### src/rtl/sfc_pkg.sv
// Shared types for the streaming dataflow controller.
// Assumes: nothing beyond IEEE 1800-2017.
package sfc_pkg;

    // Controller phase; idle is only used between reset and the first input.
    typedef enum logic [2:0] {
        PH_IDLE  = 3'd0,
        PH_READ  = 3'd1,
        PH_STALL = 3'd2,
        PH_WRITE = 3'd3,
        PH_RDWR  = 3'd4
    } phase_e;

    // Per-cycle decision produced by the condition classifier.
    typedef struct packed {
        logic rd;      // consume one input word into the core
        logic wr;      // move one core result to the output link
        logic freeze;  // core holds a result the output cannot take
        logic run;     // core clock enable / start level
    } xfer_t;

endpackage

### src/rtl/sfc_cond.sv
// Classifies the live handshakes into one transfer decision per cycle.
// Assumes: all inputs are stable before the clock edge; purely combinational.
module sfc_cond
    import sfc_pkg::*;
(
    input  logic   clk,
    input  logic   rst_n,
    input  phase_e phase,
    input  logic   in_rdy,
    input  logic   core_rfd,
    input  logic   core_done,
    input  logic   core_dv,
    input  logic   out_rdy,
    output xfer_t  xfer
);

    logic is_idle;
    logic blocked;
    logic can_read;
    logic can_write;

    // Idle decode and stall condition.
    always_comb begin
        is_idle = (phase == PH_IDLE);
        blocked = core_dv && !out_rdy;
    end

    // Read and write qualification, independent of each other.
    always_comb begin
        can_read  = !is_idle && !blocked && in_rdy && core_rfd && !core_done;
        can_write = !is_idle && core_dv && out_rdy;
    end

    // Pack the decision; the core runs unless blocked, or waits for input in idle.
    always_comb begin
        xfer.rd     = can_read;
        xfer.wr     = can_write;
        xfer.freeze = !is_idle && blocked;
        xfer.run    = is_idle ? in_rdy : !blocked;
    end


    rd_gate_chk: assert property (@(posedge clk) disable iff (!rst_n)
        xfer.rd |-> (in_rdy && core_rfd && !core_done));


    wr_gate_chk: assert property (@(posedge clk) disable iff (!rst_n)
        xfer.wr |-> (core_dv && out_rdy));

endmodule

### src/rtl/sfc_phase.sv
// Phase register and next-phase logic of the controller.
// Assumes: xfer comes from sfc_cond for the same cycle; synchronous active-low reset.
module sfc_phase
    import sfc_pkg::*;
(
    input  logic   clk,
    input  logic   rst_n,
    input  logic   in_rdy,
    input  logic   core_dv,
    input  logic   out_rdy,
    input  xfer_t  xfer,
    output phase_e phase
);

    phase_e phase_q;
    phase_e phase_d;

    // Next phase from the decision taken this cycle.
    always_comb begin
        phase_d = phase_q;
        if (phase_q == PH_IDLE) begin
            phase_d = in_rdy ? PH_READ : PH_IDLE;
        end else if (xfer.freeze) begin
            phase_d = PH_STALL;
        end else if (xfer.rd && xfer.wr) begin
            phase_d = PH_RDWR;
        end else if (xfer.wr) begin
            phase_d = PH_WRITE;
        end else begin
            phase_d = PH_READ;
        end
    end

    // Phase register with synchronous reset to idle.
    always_ff @(posedge clk) begin
        if (!rst_n) phase_q <= PH_IDLE;
        else        phase_q <= phase_d;
    end

    assign phase = phase_q;


    reset_idle_chk: assert property (@(posedge clk)
        !rst_n |=> (phase_q == PH_IDLE));


    no_return_idle_chk: assert property (@(posedge clk) disable iff (!rst_n)
        (phase_q != PH_IDLE) |=> (phase_q != PH_IDLE));


    stall_entry_chk: assert property (@(posedge clk) disable iff (!rst_n)
        (phase_q != PH_IDLE && core_dv && !out_rdy) |=> (phase_q == PH_STALL));


    rdwr_entry_chk: assert property (@(posedge clk) disable iff (!rst_n)
        (xfer.rd && xfer.wr) |=> (phase_q == PH_RDWR));

endmodule

### src/rtl/sfc_steer.sv
// Drives link enables, core handshake and the pass-through data paths.
// Assumes: decisions are single-cycle, so each enable is a one-cycle pulse per word.
module sfc_steer
    import sfc_pkg::*;
#(
    parameter int DW = 32
) (
    input  logic          clk,
    input  logic          rst_n,
    input  phase_e        phase,
    input  xfer_t         xfer,
    input  logic [DW-1:0] in_data,
    input  logic [DW-1:0] core_dout,
    output logic          in_rd,
    output logic          core_we,
    output logic [DW-1:0] core_din,
    output logic          core_ce,
    output logic          core_start,
    output logic [DW-1:0] out_data,
    output logic          out_wr
);

    // Input side: consume and strobe into the core together.
    always_comb begin
        in_rd    = xfer.rd;
        core_we  = xfer.rd;
        core_din = in_data;
    end

    // Output side: result passes unchanged.
    always_comb begin
        out_wr   = xfer.wr;
        out_data = core_dout;
    end

    // Core handshake: enable and start share one level.
    always_comb begin
        core_ce    = rst_n && xfer.run;
        core_start = rst_n && xfer.run;
    end


    stall_freeze_chk: assert property (@(posedge clk) disable iff (!rst_n)
        xfer.freeze |-> (!core_ce && !core_start && !in_rd && !out_wr));


    resume_chk: assert property (@(posedge clk) disable iff (!rst_n)
        (phase == PH_STALL && out_rdy_seen(xfer)) |-> (core_ce && core_start));


    idle_quiet_chk: assert property (@(posedge clk) disable iff (!rst_n)
        (phase == PH_IDLE) |-> (!in_rd && !out_wr));

    function automatic logic out_rdy_seen(input xfer_t x);
        return !x.freeze;
    endfunction

endmodule

### src/rtl/stream_flow_ctrl.sv
// Top of the streaming dataflow controller: classifier, phase register, steering.
// Assumes: the core advances only while core_ce is high and keeps core_dv/core_dout
// stable while frozen; both links use a ready/enable pulse handshake.
module stream_flow_ctrl
    import sfc_pkg::*;
#(
    parameter int DW = 32
) (
    input  logic          clk,
    input  logic          rst_n,
    input  logic          in_rdy,
    input  logic [DW-1:0] in_data,
    output logic          in_rd,
    output logic          core_ce,
    output logic          core_start,
    input  logic          core_rfd,
    input  logic          core_done,
    input  logic          core_dv,
    output logic [DW-1:0] core_din,
    output logic          core_we,
    input  logic [DW-1:0] core_dout,
    input  logic          out_rdy,
    output logic [DW-1:0] out_data,
    output logic          out_wr
);

    phase_e phase;
    xfer_t  xfer;

    sfc_cond u_cond (
        .clk       (clk),
        .rst_n     (rst_n),
        .phase     (phase),
        .in_rdy    (in_rdy),
        .core_rfd  (core_rfd),
        .core_done (core_done),
        .core_dv   (core_dv),
        .out_rdy   (out_rdy),
        .xfer      (xfer)
    );

    sfc_phase u_phase (
        .clk     (clk),
        .rst_n   (rst_n),
        .in_rdy  (in_rdy),
        .core_dv (core_dv),
        .out_rdy (out_rdy),
        .xfer    (xfer),
        .phase   (phase)
    );

    sfc_steer #(.DW(DW)) u_steer (
        .clk        (clk),
        .rst_n      (rst_n),
        .phase      (phase),
        .xfer       (xfer),
        .in_data    (in_data),
        .core_dout  (core_dout),
        .in_rd      (in_rd),
        .core_we    (core_we),
        .core_din   (core_din),
        .core_ce    (core_ce),
        .core_start (core_start),
        .out_data   (out_data),
        .out_wr     (out_wr)
    );


    out_pass_chk: assert property (@(posedge clk) disable iff (!rst_n)
        out_wr |-> (out_data == core_dout));


    in_pass_chk: assert property (@(posedge clk) disable iff (!rst_n)
        in_rd |-> (core_we && core_din == in_data));

endmodule

### config.mk
export PLATFORM = sky130hd
export DESIGN_NAME = stream_flow_ctrl
export DESIGN_NICKNAME = d
export VERILOG_FILES = /design/src/rtl/sfc_pkg.sv /design/src/rtl/sfc_cond.sv /design/src/rtl/sfc_phase.sv /design/src/rtl/sfc_steer.sv /design/src/rtl/stream_flow_ctrl.sv
export SDC_FILE = /design/constraint.sdc
export NUM_CORES = 1
export LEC_CHECK = 0
export ABC_AREA = 0
export CAP_MARGIN = 0
export CORE_MARGIN = 10
export CORE_UTILIZATION = 21
export CTS_CLUSTER_SIZE = 12
export DETAILED_ROUTE_END_ITERATION = 10
export PLACE_DENSITY = 0.87
export SLEW_MARGIN = 20
export SYNTH_ARGS = -nofsm -noshare
export SYNTH_HDL_FRONTEND = slang
export SYNTH_HIERARCHICAL = 1
export SYNTH_SLANG_ARGS = --single-unit
export TNS_END_PERCENT = 10
### constraint.sdc
create_clock -name clk -period 4.8 [get_ports clk]
set_input_delay 1.44 -clock clk [delete_from_list [all_inputs] [get_ports clk]]
set_output_delay 1.44 -clock clk [all_outputs]
set_load 0.01 [all_outputs]
==> reports/metrics.csv <==
metric;value;unit
synth_flop_cell;dfxtp_1;
async_flop_share;0;%
synth_edf_count;0;
regArea;60.1;um^2
yosysSeqAreaShare;8.47;%
ios;140;
whs_endpoint;u_phase/phase[0]$_SDFF_PN0_;
multi_input_area;120;um^2
synth.area.top_cells;buf_4, dfxtp_1, nor3_2;
fmax;220;MHz
fin_area;378;um^2
crit_required;3.36;ns
cp-end-kind;output port;
power_per_cell_area;257;nW/um^2
maxCapViolations;0;
drc;0;
areaGrowthSynthToFinish;-46.7;%
cts_resized;0;
fin_crit_sh;94.8;%
syn_nets;164;
place_inst;80;
clock_skew;0.00119;ns
worstReg2RegStart;u_phase/phase[0]$_SDFF_PN0_;
worst_pin_slew;0.519;ns
r2r_cells;5;
worstSetupPathType;input port to output port;
largest_register_ffs;3;
routed-via-count;302;
setup_tns;0;ns
hp-start;u_phase/phase[2]$_SDFF_PP0_;
hp-class;flip-flop to flip-flop;
ys_seq_elements;3;
grt_antenna_before_repair;0;
cts_tree;yes;
grt_pass1_vias;353;
crit_path_top_delay_cell;clkdlybuf4s50_1;
drtPass1Iterations;2;
place_area;352;um^2
r2r_slack;3.33;ns
utilization;11.4;%
yosys_warnings;6;
p_leak;0.119;nW
peakVddDrop;0.0000294;V
place_congestion;0.745;
clk_pin_slew_worst_paths;0.03;ns
drv_slew;0;
drtAntennaViolNets;0;
finalSetupViolations;0;
rsz0062_at_grt;no;
die_y;78.1;um
postCtsHoldBufs;0;
hold_path_depth;2;
rows;21;
grt_max_degree;5;
cpMostUsedCell;clkdlybuf4s50_1;
wl;1.12;mm
slew_headroom;65.1;%
nets;110;
start_util;21.4;%
avgRoutedWirePerCell;13.3;um
htreeDepth;1;
clockBufferDepth;2;
first_iter_violations;9;
die_w;78.1;um
antenna_cells;0;
avgSynthCellArea;7.63;um^2
synthTopCellsByCount;buf_4, dfxtp_1;
clockRootBuffer;clkbuf_4;
outcome;complete, no violations;
crit_arrival;3.11;ns
gr-total-overflow;0;
synth_most_common_cell;buf_4;
via_per_inst;3.60;
fin_crit;4.55;ns
cts.sinks;3;
syn_area;709;um^2
port_buffers;11;
holdWs;0.642;ns
worstSkewPairLatency;0.23;ns
drive_gt1_share;18.4;%
syn-instance-count;93;
synth_top_cell_by_area;buf_4;
cts_buffers;3;
start_kind;input port;
cp_max_fo;4;
final_hold_viol_count;0;
grt_pass1_wl;1.70;mm
cp_cell_sequence;clkdlybuf4s50_1, nor2b_1, nor4_1, clkdlybuf4s50_1;
core_area;3310;um^2
synth_cell_types;18;
r2r_end;u_phase/phase[0]$_SDFF_PN0_;
stdcell_count;84;
dieArea;6100;um^2
nFillCells;395;
grt_usage;3.75;%
synth_top_area_share;74.1;%
cts_setup_buffers;0;
crit_path_max_incr_delay;0.65;ns
-- cells by family after synthesis --
| kind of cell | synth area share, % |
|---|---|
| buffers and inverters | 74.6 |
| DFF | 8.47 |
| AOI/OAI and AO/OA | 2.12 |
| and+or+nand+nor | 14.8 |
-- how the worst max path moves through the flow --
stage | from | to | depth (start not counted)
after floorplan | core_dv | core_we | 4
after global placement | core_dv | core_we | 4
after detailed placement | core_dv | core_we | 4
after CTS | core_dv | core_we | 4
after global routing | core_dv | in_rd | 4
final | core_dv | core_we | 4
-- through the flow --
step | power [mW] | setup slack, ns
final | 0.0972 | 0.248
after floorplan | 0.0997 | 1.32
after global routing | 0.105 | 0.0421
after global placement | 0.0540 | 0.279
after detailed placement | 0.0545 | 0.219
after CTS | 0.0996 | 0.221
-- cells in the final DEF, fill, tap and decap left out --
cell type / n
and2_1: 1
a21oi_1: 2
clkbuf_1: 1
and2_2: 1
nor2b_1: 1
and3_1: 1
clkdlybuf4s50_1: 11
nand3b_1: 1
clkbuf_4: 3
or3_4: 1
nor3_2: 2
nor2_1: 1
dfxtp_1: 3
o21ai_0: 1
nor4_1: 2
inv_1: 1
nand2b_1: 1
nor3_1: 1
nand3_1: 1
nand2_1: 2
-- layer usage --
layer | GRT usage (%) | wire (um) | part of all wire (%)
met4 | 9.68 | 190 | 17
met1 | 2.00 | 274 | 24
met3 | 3.19 | 242 | 22
met5 | 0 | 0 | 0
met2 | 4.03 | 413 | 37
-- worst max-delay path: cells and delay by family --
family	cells	cell delay, ns
and+or+nand+nor	2	0.62
buffers and inverters	2	1.06
-- report_power, final --
part           internal (mW)  switching (mW)  total (mW)
combinational         0.0156          0.0101      0.0257
clock                 0.0311          0.0121      0.0431
sequential            0.0267         0.00171      0.0284
total                 0.0734          0.0238      0.0972
-- final cells by class --
type	count	area share, %
Clock buffer	4	6.95
Tap cell	46	15.2
Inverter	1	0.993
Timing Repair Buffer	11	29.1
Multi-Input combinational cell	19	31.8
Sequential cell	3	15.9
(Power assumes the default switching activity.)
